## config.mk

```make
export PLATFORM = sky130hd
export DESIGN_NAME = tx_ring_engine
export DESIGN_NICKNAME = d
export VERILOG_FILES = /design/src/rtl/tx_ring_pkg.sv /design/src/rtl/tx_entry_buf.sv /design/src/rtl/tx_ms_timer.sv /design/src/rtl/tx_ring_engine.sv
export SDC_FILE = /design/constraint.sdc
export NUM_CORES = 1
export LEC_CHECK = 0
export ABC_AREA = 1
export BUFFER_PORTS_ARGS = -buffer_cell sky130_fd_sc_hd__buf_2
export CELL_PAD_IN_SITES_DETAIL_PLACEMENT = 1
export CELL_PAD_IN_SITES_GLOBAL_PLACEMENT = 1
export CORE_UTILIZATION = 40
export CTS_BUF_LIST = sky130_fd_sc_hd__clkbuf_4
export DETAILED_ROUTE_END_ITERATION = 6
export HOLD_SLACK_MARGIN = 0.06
export PLACE_DENSITY = 0.89
export SYNTH_ARGS = -nofsm -noshare
export SYNTH_HDL_FRONTEND = slang
export SYNTH_HIERARCHICAL = 1
export SYNTH_SLANG_ARGS = --single-unit
```

## constraint.sdc

```tcl
create_clock -name clk -period 2.9 [get_ports clk]
set_input_delay 0.725 -clock clk [delete_from_list [all_inputs] [get_ports clk]]
set_output_delay 0.725 -clock clk [all_outputs]
set_load 0.005 [all_outputs]
```

## src/rtl/tx_ring_pkg.sv

```systemverilog
package tx_ring_pkg;

    localparam int LANES        = 4;
    localparam int LANE_W       = 2;
    localparam int ENTRY_BYTES  = 8;
    localparam int ENTRY_SHIFT  = 3;

    typedef enum logic [1:0] {
        OP_SKIP = 2'b00,
        OP_SEND = 2'b01,
        OP_MCR  = 2'b10,
        OP_WAIT = 2'b11
    } lane_op_e;

    typedef struct packed {
        lane_op_e    op;
        logic        done_req;
        logic [4:0]  spare;
    } lane_ctl_t;

    typedef struct packed {
        logic [LANES-1:0][7:0] ctl;
        logic [LANES-1:0][7:0] data;
    } ring_entry_t;

    typedef enum logic [2:0] {
        ST_IDLE,
        ST_FETCH,
        ST_LANE,
        ST_SEND,
        ST_DELAY,
        ST_ADV
    } eng_state_e;

    function automatic lane_ctl_t decode_ctl(input logic [7:0] raw);
        return lane_ctl_t'(raw);
    endfunction

endpackage

```

## src/rtl/tx_entry_buf.sv

```systemverilog
module tx_entry_buf
    import tx_ring_pkg::*;
(
    input  logic              clk,
    input  logic              rst,
    input  logic              load,
    input  logic [63:0]       din,
    input  logic [LANE_W-1:0] lane,
    output lane_ctl_t         ctl,
    output logic [7:0]        data
);
    ring_entry_t ent_q;

    always_ff @(posedge clk) begin
        if (rst)       ent_q <= '0;
        else if (load) ent_q <= ring_entry_t'(din);
    end

    assign ctl  = decode_ctl(ent_q.ctl[lane]);
    assign data = ent_q.data[lane];
endmodule

```

## src/rtl/tx_ms_timer.sv

```systemverilog
module tx_ms_timer #(
    parameter int CYC_PER_MS = 1000
) (
    input  logic       clk,
    input  logic       rst,
    input  logic       clear,
    input  logic       start,
    input  logic [7:0] ms_val,
    output logic       busy,
    output logic       done
);
    localparam int PW = (CYC_PER_MS > 1) ? $clog2(CYC_PER_MS) : 1;
    localparam logic [PW-1:0] PRESC_LAST = PW'(CYC_PER_MS - 1);

    logic [PW-1:0] presc_q;
    logic [7:0]    ms_q;

    always_ff @(posedge clk) begin
        if (rst || clear) begin
            busy    <= 1'b0;
            done    <= 1'b0;
            ms_q    <= '0;
            presc_q <= '0;
        end else begin
            done <= 1'b0;
            if (start) begin
                busy    <= 1'b1;
                ms_q    <= ms_val;
                presc_q <= '0;
            end else if (busy) begin
                if (presc_q == PRESC_LAST) begin
                    presc_q <= '0;
                    if (ms_q == 8'd1) begin
                        busy <= 1'b0;
                        done <= 1'b1;
                    end else begin
                        ms_q <= ms_q - 8'd1;
                    end
                end else begin
                    presc_q <= presc_q + 1'b1;
                end
            end
        end
    end
endmodule

```

## src/rtl/tx_ring_engine.sv

```systemverilog
module tx_ring_engine
    import tx_ring_pkg::*;
#(
    parameter int RING_AW = 12,
    parameter int CLK_HZ  = 250_000_000
) (
    input  logic                           clk,
    input  logic                           rst,
    input  logic                           ctl_run,
    input  logic                           ctl_reset,
    input  logic                           ctl_pause,
    input  logic                           ctl_flow_en,
    input  logic                           cts,
    input  logic [RING_AW-1:0]             prod_ptr,
    output logic [RING_AW-1:0]             cons_ptr,
    output logic                           mem_rd_en,
    output logic [RING_AW-ENTRY_SHIFT-1:0] mem_rd_addr,
    input  logic [63:0]                    mem_rd_data,
    output logic [7:0]                     tx_data,
    output logic                           tx_valid,
    input  logic                           tx_ready,
    output logic [7:0]                     mcr_out,
    output logic                           mcr_load,
    output logic                           delay_busy,
    output logic                           paused,
    output logic                           ev_tx_done,
    output logic                           ev_tx_empty
);
    localparam int CYC_PER_MS = (CLK_HZ / 1000 < 1) ? 1 : CLK_HZ / 1000;
    localparam logic [RING_AW-1:0] PTR_STEP = RING_AW'(ENTRY_BYTES);
    localparam logic [LANE_W-1:0]  LAST_LANE = LANE_W'(LANES - 1);

    eng_state_e        st_q, st_d;
    logic [LANE_W-1:0] lane_q;
    logic [RING_AW-1:0] cons_q;
    logic [RING_AW-1:0] cons_next;
    lane_ctl_t         cur_ctl;
    logic [7:0]        cur_data;
    logic              load_entry, rd_go, finish, start_tmr, mcr_go;
    logic              tmr_busy, tmr_done;
    logic              cts_block, lane_last;

    tx_entry_buf u_buf (
        .clk  (clk),
        .rst  (rst),
        .load (load_entry),
        .din  (mem_rd_data),
        .lane (lane_q),
        .ctl  (cur_ctl),
        .data (cur_data)
    );

    tx_ms_timer #(.CYC_PER_MS(CYC_PER_MS)) u_tmr (
        .clk    (clk),
        .rst    (rst),
        .clear  (ctl_reset),
        .start  (start_tmr),
        .ms_val (cur_data),
        .busy   (tmr_busy),
        .done   (tmr_done)
    );

    assign cts_block = ctl_flow_en && !cts;
    assign lane_last = (lane_q == LAST_LANE);
    assign cons_next = cons_q + PTR_STEP;

    always_comb begin
        st_d       = st_q;
        rd_go      = 1'b0;
        load_entry = 1'b0;
        finish     = 1'b0;
        start_tmr  = 1'b0;
        mcr_go     = 1'b0;
        case (st_q)
            ST_IDLE: begin
                if (ctl_run && !ctl_pause && (cons_q != prod_ptr)) begin
                    rd_go = 1'b1;
                    st_d  = ST_FETCH;
                end
            end
            ST_FETCH: begin
                load_entry = 1'b1;
                st_d       = ST_LANE;
            end
            ST_LANE: begin
                if (!ctl_pause) begin
                    case (cur_ctl.op)
                        OP_SKIP: finish = 1'b1;
                        OP_SEND: st_d = ST_SEND;
                        OP_MCR: begin
                            mcr_go = 1'b1;
                            finish = 1'b1;
                        end
                        OP_WAIT: begin
                            if (cur_data == 8'd0) begin
                                finish = 1'b1;
                            end else begin
                                start_tmr = 1'b1;
                                st_d      = ST_DELAY;
                            end
                        end
                        default: finish = 1'b1;
                    endcase
                end
            end
            ST_SEND:  if (tx_ready && !cts_block) finish = 1'b1;
            ST_DELAY: if (tmr_done) finish = 1'b1;
            ST_ADV:   st_d = ST_IDLE;
            default:  st_d = ST_IDLE;
        endcase
        if (finish) st_d = lane_last ? ST_ADV : ST_LANE;
        if (ctl_reset) begin
            st_d      = ST_IDLE;
            rd_go     = 1'b0;
            finish    = 1'b0;
            start_tmr = 1'b0;
            mcr_go    = 1'b0;
        end
    end

    always_ff @(posedge clk) begin
        if (rst) begin
            st_q        <= ST_IDLE;
            lane_q      <= '0;
            cons_q      <= '0;
            mcr_out     <= '0;
            mcr_load    <= 1'b0;
            ev_tx_done  <= 1'b0;
            ev_tx_empty <= 1'b0;
        end else begin
            st_q        <= st_d;
            mcr_load    <= mcr_go;
            ev_tx_done  <= finish && cur_ctl.done_req;
            ev_tx_empty <= 1'b0;
            if (mcr_go) mcr_out <= cur_data;
            if (load_entry)                lane_q <= '0;
            else if (finish && !lane_last) lane_q <= lane_q + 1'b1;
            if (st_q == ST_ADV && !ctl_reset) begin
                cons_q      <= cons_next;
                ev_tx_empty <= (cons_next == prod_ptr);
            end
        end
    end

    assign cons_ptr    = cons_q;
    assign mem_rd_en   = rd_go;
    assign mem_rd_addr = cons_q[RING_AW-1:ENTRY_SHIFT];
    assign tx_valid    = (st_q == ST_SEND) && !cts_block;
    assign tx_data     = cur_data;
    assign delay_busy  = tmr_busy;
    assign paused      = ctl_pause && ((st_q == ST_IDLE) || (st_q == ST_LANE));
endmodule

```

After elaboration in Yosys (flattened, before gate mapping)
Cells that the tools add are included.

Output and inout bits: 44. Input bits: 84. Register bits after elaboration: 120.

Muxes and demuxes: 41. Bitwise operators: 3. Reduce and logical (&&, ||, !) cells: 30. Add/subtract/negate cells: 4. Eq/ne operators: 19. $lt $le $gt $ge: 1.

Operators by type and width (number): 8-bit 2-to-1 mux (6); 8-bit binary-select mux with 2-bit select (2); 1-bit 2-to-1 mux (23); 18-bit by 1-bit adder with 18-bit output, second input constant (1); 18-bit equality test, second input constant (1); 18-bit 2-to-1 mux (1); 3-bit 2-to-1 mux (5); 12-bit by 4-bit adder with 12-bit output, second input constant (1); 12-bit equality test (1); 12-bit inequality test (1); 3-bit case mux with 4 select lines (1); 2-bit OR reduction (6); 1-bit logical AND (9); 8-bit by 1-bit equality test with 1-bit output, second input constant (1); 8-bit logical NOT (1); 8-bit by 1-bit subtractor with 8-bit output, second input constant (1); 2-bit equality test, second input constant (3); 3-bit by 2-bit equality test with 1-bit output, second input constant (2); 3-bit equality test, second input constant (2); 3-bit inequality test, second input constant (2); 3-bit case mux with 2 select lines (1); 1-bit logical NOT (5); 5-bit AND reduction (1); 4-bit by 2-bit inequality test with 1-bit output, second input constant (1); other kinds (16) (20).

Logic depth before layout (Yosys ltp)
Gate-level depths: netlist of run 1.

Depth in word-level cells: 10. Mapped depth: 17.

Hierarchy
The synthesis of run 1 kept the hierarchy.

Modules (own cells, without submodules): tx_entry_buf (area each 3024.2 sq um, times used 1, cells each 465); tx_ring_engine (area each 1692.9 sq um, times used 1, cells each 270); tx_ms_timer (area each 1675.4 sq um, times used 1, cells each 246).

Least setup slack after synthesis of run 1
Ideal clock, no wire load.

Path type: register to register. Start: register lane_q[0]. End: register u_tmr.ms_q[6]. Buffers on the path: 3. Arrival: 2.042 ns. Period minus slack after synthesis: 2.157 ns. Stages on the path, launching flop included: 15. Setup time: 0.115 ns. Path slack: 0.743 ns. Required time: 2.785 ns. Cells stage by stage: dfxtp_1 buf_6 inv_1 buf_6 nand2_1 nand3_1 nand2_1 nand2_1 nor4_1 inv_1 buf_2 nand3_1 nand2_1 a21oi_1 nor2_1.

RTL lines: from (decl) (line tx_ring_engine.sv:34) `logic [LANE_W-1:0] lane_q;`; from (signal assigned) (line tx_ring_engine.sv:137) `else if (finish && !lane_last) lane_q <= lane_q + 1'b1;`; to (signal assigned) (line tx_ms_timer.sv:28) `ms_q <= ms_val;`; to (signal assigned) (line tx_ms_timer.sv:37) `ms_q <= ms_q - 8'd1;`; to (decl) (line tx_ms_timer.sv:16) `logic [7:0] ms_q;`.

Worst setup path after layout of run 1
Start: register lane_q[0]. End: output port tx_data[1].

Cells in the longest elaborated chain, start to end: 2.

Ends and longest elaborated chain: 8-bit binary-select mux with 2-bit select (line tx_entry_buf.sv:20) `assign data = ent_q.data[lane];`; 8-bit 2-to-1 mux (not written as such) (line tx_entry_buf.sv:20); to (decl) (line tx_ring_engine.sv:19) `output logic [7:0] tx_data,`.

No other way between the ends. The select of a mux whose other input is x is not followed.

==> results.sh, run 1 <==
export IMPL_drc_errors=0
export IMPL_clk_latency_ps=480
export IMPL_grt_pass1_wl_um=25800
export IMPL_track_usage_pct=22.7
export IMPL_syn_inst=846
export IMPL_holdCritPathClass="reg -> reg"
export IMPL_grt_overflow=0
export IMPL_drv_slew=0
export IMPL_rrSetupSlack_ps=350
export IMPL_wirelength_um=15700
export IMPL_p_sw_uw=834
export IMPL_grt_pass1_vias=5280
export IMPL_clockBufferDepth=2
export IMPL_power_share_clock_pct=24.9
export IMPL_row_count=42
export IMPL_cts_tree="done"
export IMPL_p_seq_share_pct=56.0
export IMPL_chipWidth_um=120
export IMPL_finalSetupViolCount=0
export IMPL_dieArea_um2=14300
export IMPL_core_area_um2=13300
export IMPL_port_buffers=104
export IMPL_io_pins=128
export IMPL_ir_drop_v=0.000342
export IMPL_period_share_pct=91.3
export IMPL_cap_violations=0
export IMPL_worstPathMaxFanout=17
export IMPL_antenna_found_initial=0
export IMPL_status="completed"
export IMPL_routedWlPerCell_um=14.2
export IMPL_power_total_mw=2.56
export IMPL_hold_viol=0
export IMPL_gp_congestion=0.840
export IMPL_area_growth_pct=10.2
export IMPL_min_delay_path_depth=2
export IMPL_slew_headroom_pct=50.1
export IMPL_switching_share_pct=32.6
export IMPL_worstSetupEndpointType="primary output"
export IMPL_clkSinkCount=97
export IMPL_fin_skew_ps=15.6
export IMPL_syn_area_per_cell_um2=6.53
export IMPL_fp_dieH_um=120
export IMPL_drtAntennaViolNets=0
export IMPL_startpoint_type="flop"
export IMPL_crit_type="reg -> out"
export IMPL_critical_path_arrival_ps=1920
export IMPL_leakagePower_nw=2.69
export IMPL_hpwlAfterDp_um=11600
export IMPL_worst_slew_pin_slew_ps=748
export IMPL_p_per_area_nw_per_um2=421
export IMPL_nNetsFinal=1011
export IMPL_postCtsHoldBufs=0
export IMPL_cts_htree_levels=3
export IMPL_r2r_cells=13
export IMPL_dr_pass1_iters=4
export IMPL_max_freq_mhz=378
export IMPL_clkTransAtPathRegs_ps=150
export IMPL_fin_tns_setup_ps=0
export IMPL_post_route_min_period_ps=2650
export IMPL_start_util_pct=41.4
export IMPL_routed_via_count=5429
export IMPL_p_int_mw=1.73
export IMPL_ys_warn_count=6
export IMPL_syn_cell_area_um2=5520
export IMPL_first_iter_violations=257
export IMPL_cts_buffers_inserted=9
export IMPL_crit_required_ps=2170
export IMPL_drive_gt1_share_pct=18.6
export IMPL_cts_root_buf="clkbuf_4"
export IMPL_diodes=0
export IMPL_grt_max_degree=47
export IMPL_p_comb_share_pct=19.1
export IMPL_vias_per_cell=4.93
export IMPL_rsz0062_at_grt="false"
metal layers:
metal / up-vias / part of all wire [%] / GRT usage, %
li1: 2776 / - / -
met1: 2512 / 44 / 28.3
met2: 117 / 49 / 38.5
met3: 24 / 4.4 / 5.32
met4: 0 / 2.1 / 7.42
met5: - / 0 / 0
stage by stage:
stage               util, %  worst slack [ps]  hold slack, ps  area (um^2)  instances
global route           45.6              61.2             442         6080       1102
CTS                    45.6               174             438         6080       1102
finish                 45.6               251             472         6080       1102
global placement       44.8               478             449         5980       1087
floorplan                 -               751             434         5530        848
detailed placement     44.8               339             453         5980       1087
layout by cell type (no fill, tap or decap), drive strengths merged, types with 2 or more instances in the layout:
cell	instances
buf	114
xor2	5
nand2	264
or2	2
clkinv	5
nor3b	4
nor4	3
o21ai	22
conb	3
xnor2	8
nor2	95
nand3	64
nor3	24
inv	109
nand4	13
clkinvlp	3
ha	5
a21oi	70
dfxtp	97
clkbuf	9
sequential cells by signal, summed over array words and instances, names as in the netlist:
signal and flops:
ev_tx_empty 1, u_tmr/presc_q 18, u_tmr/busy 1, u_tmr/ms_q 8, u_buf/ent_q 44, st_q 3
cons_ptr 9, mcr_out 8, lane_q 2, mcr_load 1, u_tmr/done 1, ev_tx_done 1
worst paths after layout:
| check | from | end |
|---|---|---|
| max | lane_q[0] | tx_data[1] |
| min | u_buf/ent_q[18] | u_buf/ent_q[18] |
| max reg2reg | lane_q[0] | u_tmr/ms_q[6] |
| min reg2reg | u_buf/ent_q[18] | u_buf/ent_q[18] |
power groups by stage:
| stage | clock network [mW] | registers [mW] | logic, mW |
|---|---|---|---|
| 6_report | 0.638 | 1.43 | 0.490 |
| 5_1_grt | 0.706 | 1.44 | 0.562 |
| 4_1_cts | 0.666 | 1.43 | 0.494 |
| 3_5_place_dp | 0 | 1.46 | 0.489 |
| 3_3_place_gp | 0 | 1.46 | 0.476 |
| 2_1_floorplan | 0 | 1.45 | 0.367 |
final cells by class:
class	count	area, um^2
tap	176	220
inverter	111	420
multi-input combinational	589	2800
timing repair buffer	114	596
clock buffer	9	67.6
sequential	97	1940
fill	1874	7260
clock inverter	6	36.3
worst max-delay path: stages, from the launching register on:
cell and delay [ps]:
dfxtp_1 410, clkinvlp_4 310, buf_4 270, nand2_1 70, nand3_1 70, nand2_1 160, buf_2 150
what timing repair did:
item | in CTS | in global routing
buffers inserted | 0 | 0
setup endpoints to repair | 0 | 1
gates resized for setup | 0 | 1
Power figures use the tool's default switching activity.
==> run 2: changes to the inputs <==
--- a/config.mk
+++ b/config.mk
@@ -5,15 +5,15 @@
 export SDC_FILE = /design/constraint.sdc
 export NUM_CORES = 1
 export LEC_CHECK = 0
-export ABC_AREA = 1
 export BUFFER_PORTS_ARGS = -buffer_cell sky130_fd_sc_hd__buf_2
 export CELL_PAD_IN_SITES_DETAIL_PLACEMENT = 1
 export CELL_PAD_IN_SITES_GLOBAL_PLACEMENT = 1
-export CORE_UTILIZATION = 40
+export CORE_UTILIZATION = 43
 export CTS_BUF_LIST = sky130_fd_sc_hd__clkbuf_4
 export DETAILED_ROUTE_END_ITERATION = 6
 export HOLD_SLACK_MARGIN = 0.06
 export PLACE_DENSITY = 0.89
+export REMOVE_ABC_BUFFERS = 1
 export SYNTH_ARGS = -nofsm -noshare
 export SYNTH_HDL_FRONTEND = slang
 export SYNTH_HIERARCHICAL = 1
==> run 2 against run 1 <==
Total power shrank 9.3%. Sequential share of layout area grew 3.0 points. Die area shrank 18%. Critical path type is now reg -> reg. Count of clock-buffer cells in the layout is the same.
==> results.sh, run 2 <==
export IMPL_worstPathMaxFanout=14
export IMPL_top_register="u_buf/ent_q"
export IMPL_fin_skew_ps=21.8
export IMPL_layout_cells_non_filler=734
export IMPL_cts_buffers_inserted=9
export IMPL_row_count=38
export IMPL_layout_common_cells="buf_2 (104), dfxtp_1 (96), nor2_1 (94)"
export IMPL_post_route_min_period_ps=2680
export IMPL_cts_root_buf="clkbuf_4"
export IMPL_chipWidth_um=108
export IMPL_track_usage_pct=21.5
export IMPL_placed_area_um2=5380
export IMPL_first_iter_violations=142
export IMPL_vias_per_cell=5.38
export IMPL_worstSetupEndpointType="flop"
export IMPL_largest_reg_flops=44
export IMPL_nNetsFinal=678
export IMPL_whs_ps=477
export IMPL_clkTransAtPathRegs_ps=170
export IMPL_placed_cells=717
export IMPL_antenna_found_initial=0
export IMPL_grt_pass1_wl_um=19400
export IMPL_drc_errors=0
export IMPL_rsz0062_at_grt="false"
export IMPL_syn_area_per_cell_um2=9.70
export IMPL_dr_pass1_iters=4
export IMPL_port_buffers=104
export IMPL_drv_slew=0
export IMPL_hold_viol=0
export IMPL_area_growth_pct=15.4
export IMPL_crit_type="reg -> reg"
export IMPL_finalSetupViolCount=0
export IMPL_period_share_pct=92.4
export IMPL_cts_htree_levels=3
export IMPL_p_per_area_nw_per_um2=418
export IMPL_max_stage_delay_ps=670
export IMPL_postLayoutCellArea_um2=5570
export IMPL_slew_headroom_pct=50.4
export IMPL_gp_congestion=0.848
export IMPL_crit_required_ps=3300
export IMPL_hpwlAfterDp_um=9010
export IMPL_layout_commonest_cell="buf_2"
export IMPL_startpoint_type="flop"
export IMPL_min_delay_path_depth=3
export IMPL_grt_max_degree=48
export IMPL_max_freq_mhz=373
export IMPL_core_area_um2=10900
export IMPL_routedWlPerCell_um=16.7
export IMPL_start_util_pct=44.3
export IMPL_worst_slew_pin_slew_ps=745
export IMPL_wirelength_um=12300
export IMPL_cap_violations=0
export IMPL_drtAntennaViolNets=0
export IMPL_ir_drop_v=0.000398
export IMPL_clkSinkCount=97
export IMPL_syn_inst=497
export IMPL_r2r_cells=9
export IMPL_ys_warn_count=6
export IMPL_nFillCells=1274
export IMPL_fp_dieH_um=108
export IMPL_status="completed"
export IMPL_path_cells="buf_12 -> mux4_1 -> or4_1 -> nor2_2 -> nor4b_1 -> nor3_1 -> buf_4 -> o31ai_4 -> nor2_1"
export IMPL_power_total_mw=2.32
export IMPL_critical_path_arrival_ps=3080
export IMPL_leakagePower_nw=2.17
export IMPL_drive_gt1_share_pct=26.9
export IMPL_post_cts_buffers=0
export IMPL_cts_tree="done"
export IMPL_clockBufferDepth=2
export IMPL_holdCritPathClass="in -> reg"
export IMPL_fin_tns_setup_ps=0
export IMPL_routed_via_count=3949
export IMPL_grt_pass1_vias=3971
export IMPL_crit_slowest_cell="mux4_1"
export IMPL_dieArea_um2=11600
export IMPL_io_pins=128
export IMPL_clk_latency_ps=470
export IMPL_diodes=0
export IMPL_grt_overflow=0
export IMPL_syn_cell_area_um2=4820
## run 2: critical path, delay by kind of cell (launching register included)
family,cells,cell delay (ps)
muxes,1,670
AOI/OAI and AO/OA,1,140
DFF,1,390
and+or+nand+nor,5,1070
buffers and inverters,2,350
## run 2: stage by stage
stage	util (%)	setup slack (ps)
floorplan	-	-2940
global placement	49.4	97.1
detailed placement	49.4	26.7
CTS	50.9	63.9
global route	51.1	19.7
finish	51.1	221
## run 2: worst paths after layout
check / startpoint / to / slack, ps
max: lane_q[0] / u_tmr/presc_q[13] / 220
max reg2reg: lane_q[0] / u_tmr/presc_q[13] / 220
min reg2reg: u_buf/ent_q[9] / u_buf/ent_q[9] / 510
min: mem_rd_data[21] / u_buf/ent_q[21] / 480
## run 2: cell type report
| class | count | area [um^2] | share of cell area, % |
|---|---|---|---|
| multi-input cells | 356 | 2630 | 47.2 |
| clock inverters | 7 | 86.3 | 1.55 |
| clock buffers | 9 | 67.6 | 1.21 |
| inverters | 6 | 22.5 | 0.405 |
| flip-flops and latches | 97 | 1940 | 34.9 |
| well taps | 140 | 175 | 3.15 |
| repair buffers | 119 | 646 | 11.6 |
## run 2: timing repair
item | CTS | global route
cloned | 0 | 1
pin swaps | 0 | 1
endpoints found under the setup margin | 13 | 21
hold buffers | 0 | 0
resized for setup | 2 | 5
## run 2: per-layer routing
metal	vias to the layer above	track usage, %	part of all wire [%]	routed length, um
met5	-	0	0	0
met4	0	8.22	1.2	153
met3	10	5.45	5.4	663
met2	89	37.4	50	6130
met1	1930	25.3	43	5310
li1	1920	-	-	-
## run 2: report_power, final
group	internal (mW)	switching [mW]	leakage [nW]
registers	1.35	0.00937	0.783
clock network	0.281	0.510	0.0806
logic	0.0824	0.0931	1.30
==> run 3: changes to the inputs <==
--- a/config.mk
+++ b/config.mk
@@ -14,6 +14,7 @@
 export HOLD_SLACK_MARGIN = 0.06
 export PLACE_DENSITY = 0.89
 export REMOVE_ABC_BUFFERS = 1
+export SETUP_SLACK_MARGIN = 0.5
 export SYNTH_ARGS = -nofsm -noshare
 export SYNTH_HDL_FRONTEND = slang
 export SYNTH_HIERARCHICAL = 1
==> run 3 against run 2 <==
Via count grew 6.9%. Core utilization grew 3.9 points. Die area is the same. Sequential power is essentially flat. Critical endpoint is now u_tmr/ms_q[6]. Largest cell class unchanged.
==> results.sh, run 3 (same netlist as run 2, synthesis figures left out) <==
export IMPL_drc_errors=0
export IMPL_placed_cells=717
export IMPL_max_stage_delay_ps=560
export IMPL_crit_family="simple AND/OR/NAND/NOR gates"
export IMPL_timing_rr_start="lane_q[0]"
export IMPL_start_util_pct=44.3
export IMPL_cts_buffers_inserted=9
export IMPL_first_iter_violations=252
export IMPL_chipWidth_um=108
export IMPL_postCtsHoldBufs=0
export IMPL_routedWlPerCell_um=20.5
export IMPL_dieArea_um2=11600
export IMPL_gp_congestion=0.848
export IMPL_top_register="u_buf/ent_q"
export IMPL_path_depth=10
export IMPL_crit_required_ps=3310
export IMPL_rrSetupSlack_ps=190
export IMPL_area_growth_pct=24.2
export IMPL_io_pins=128
export IMPL_cap_violations=0
export IMPL_hold_viol=0
export IMPL_grt_pass1_vias=4392
export IMPL_p_per_area_nw_per_um2=396
export IMPL_final_util_pct=55.0
export IMPL_rsz0062_at_grt="true"
export IMPL_cts_tree="done"
export IMPL_critPathBufInv=2
export IMPL_routed_via_count=4221
export IMPL_holdCritPathClass="in -> reg"
export IMPL_clk_latency_ps=470
export IMPL_clkTransAtPathRegs_ps=190
export IMPL_cts_htree_levels=3
export IMPL_critical_path_arrival_ps=3130
export IMPL_layout_commonest_cell="buf_2"
export IMPL_startpoint_type="flop"
export IMPL_path_cells="buf_12 -> mux4_2 -> or4_4 -> nor2_4 -> nor4b_2 -> nor3_1 -> buf_4 -> nand2_1 -> a21oi_1 -> a211o_1"
export IMPL_finalSetupViolCount=0
export IMPL_drtAntennaViolNets=0
export IMPL_post_route_min_period_ps=2710
export IMPL_core_area_um2=10900
export IMPL_power_total_mw=2.37
export IMPL_grt_pass1_wl_um=22500
export IMPL_layout_common_cells="buf_2 (99), nor2_1 (94), dfxtp_1 (87)"
export IMPL_cts_root_buf="clkbuf_4"
export IMPL_track_usage_pct=25.1
export IMPL_drive_gt1_share_pct=34.7
export IMPL_drv_slew=0
export IMPL_whs_ps=483
export IMPL_dr_pass1_iters=4
export IMPL_worstSetupEndpointType="flop"
export IMPL_crit_slowest_cell="mux4_2"
export IMPL_antenna_found_initial=0
export IMPL_clockBufferDepth=2
export IMPL_port_buffers=104
export IMPL_worstPathMaxFanout=5
export IMPL_fp_dieH_um=108
export IMPL_largest_reg_flops=44
export IMPL_worst_slew_pin_slew_ps=784
export IMPL_row_count=38
export IMPL_status="completed"
export IMPL_hpwlAfterDp_um=9010
export IMPL_grt_max_degree=48
export IMPL_ir_drop_v=0.000401
export IMPL_crit_type="reg -> reg"
export IMPL_vias_per_cell=5.55
export IMPL_grt_overflow=0
export IMPL_endpoint="u_tmr/ms_q[6]"
export IMPL_startpoint="lane_q[0]"
export IMPL_leakagePower_nw=2.30
export IMPL_r2r_end="u_tmr/ms_q[6]"
export IMPL_layout_cells_non_filler=760
export IMPL_clkSinkCount=97
export IMPL_wirelength_um=15600
export IMPL_fin_skew_ps=28.9
export IMPL_r2r_cells=10
export IMPL_diodes=0
export IMPL_slew_headroom_pct=47.7
export IMPL_nNetsFinal=704
export IMPL_period_share_pct=93.5
export IMPL_max_freq_mhz=369
==> run 3: power breakdown <==
group | switching (mW) | internal (mW)
logic | 0.115 | 0.100
clock network | 0.523 | 0.281
registers | 0.0114 | 1.34
==> run 3: per-layer routing <==
metal	routed length, um	vias up	GRT usage [%]	part of all wire (%)
met2	8050	151	44.1	52
met3	823	40	7.26	5.3
li1	-	1969	-	-
met1	6340	2061	28.5	41
met4	396	0	9.88	2.5
met5	0	-	0	0
==> run 3: how the worst min path moves through the flow <==
| stage | startpoint | endpoint | cells after the start |
|---|---|---|---|
| after global placement | u_buf/ent_q[26] | u_buf/ent_q[26] | 2 |
| after floorplan | u_buf/ent_q[10] | u_buf/ent_q[10] | 2 |
| after global routing | mem_rd_data[8] | u_buf/ent_q[8] | 3 |
| after detailed placement | u_buf/ent_q[9] | u_buf/ent_q[9] | 2 |
| final | mem_rd_data[11] | u_buf/ent_q[11] | 3 |
| after CTS | mem_rd_data[21] | u_buf/ent_q[21] | 3 |
==> run 3: worst min-delay path: cells and delay by family <==
kind | cells | cell delay [ps]
buffers and inverters | 1 | 80
multiplexers | 1 | 60
AND/OR/NAND/NOR | 1 | 80
==> run 3: cell type report <==
class / count / area, um^2
fillers: 1227 / 4900
multi-input cells: 357 / 2750
flip-flops and latches: 97 / 1970
repair buffers: 144 / 913
well taps: 140 / 175
clock inverters: 7 / 86.3
clock buffers: 9 / 67.6
inverters: 6 / 22.5
==> run 3: stage by stage <==
| step | worst slack [ps] | TNS, ps | instance area [um^2] |
|---|---|---|---|
| final | 187 | 0 | 5990 |
| after CTS | 315 | 0 | 5790 |
| after floorplan | -2940 | -131800 | 4550 |
| after global routing | 19.1 | 0 | 5990 |
| after detailed placement | 26.7 | 0 | 5380 |
| after global placement | 97.1 | 0 | 5380 |
==> run 3: repair_timing <==
action,CTS,global route
resized for setup,38,23
setup endpoints to repair,50,42
pin swaps,11,10
gates cloned,2,1
setup buffers,15,9
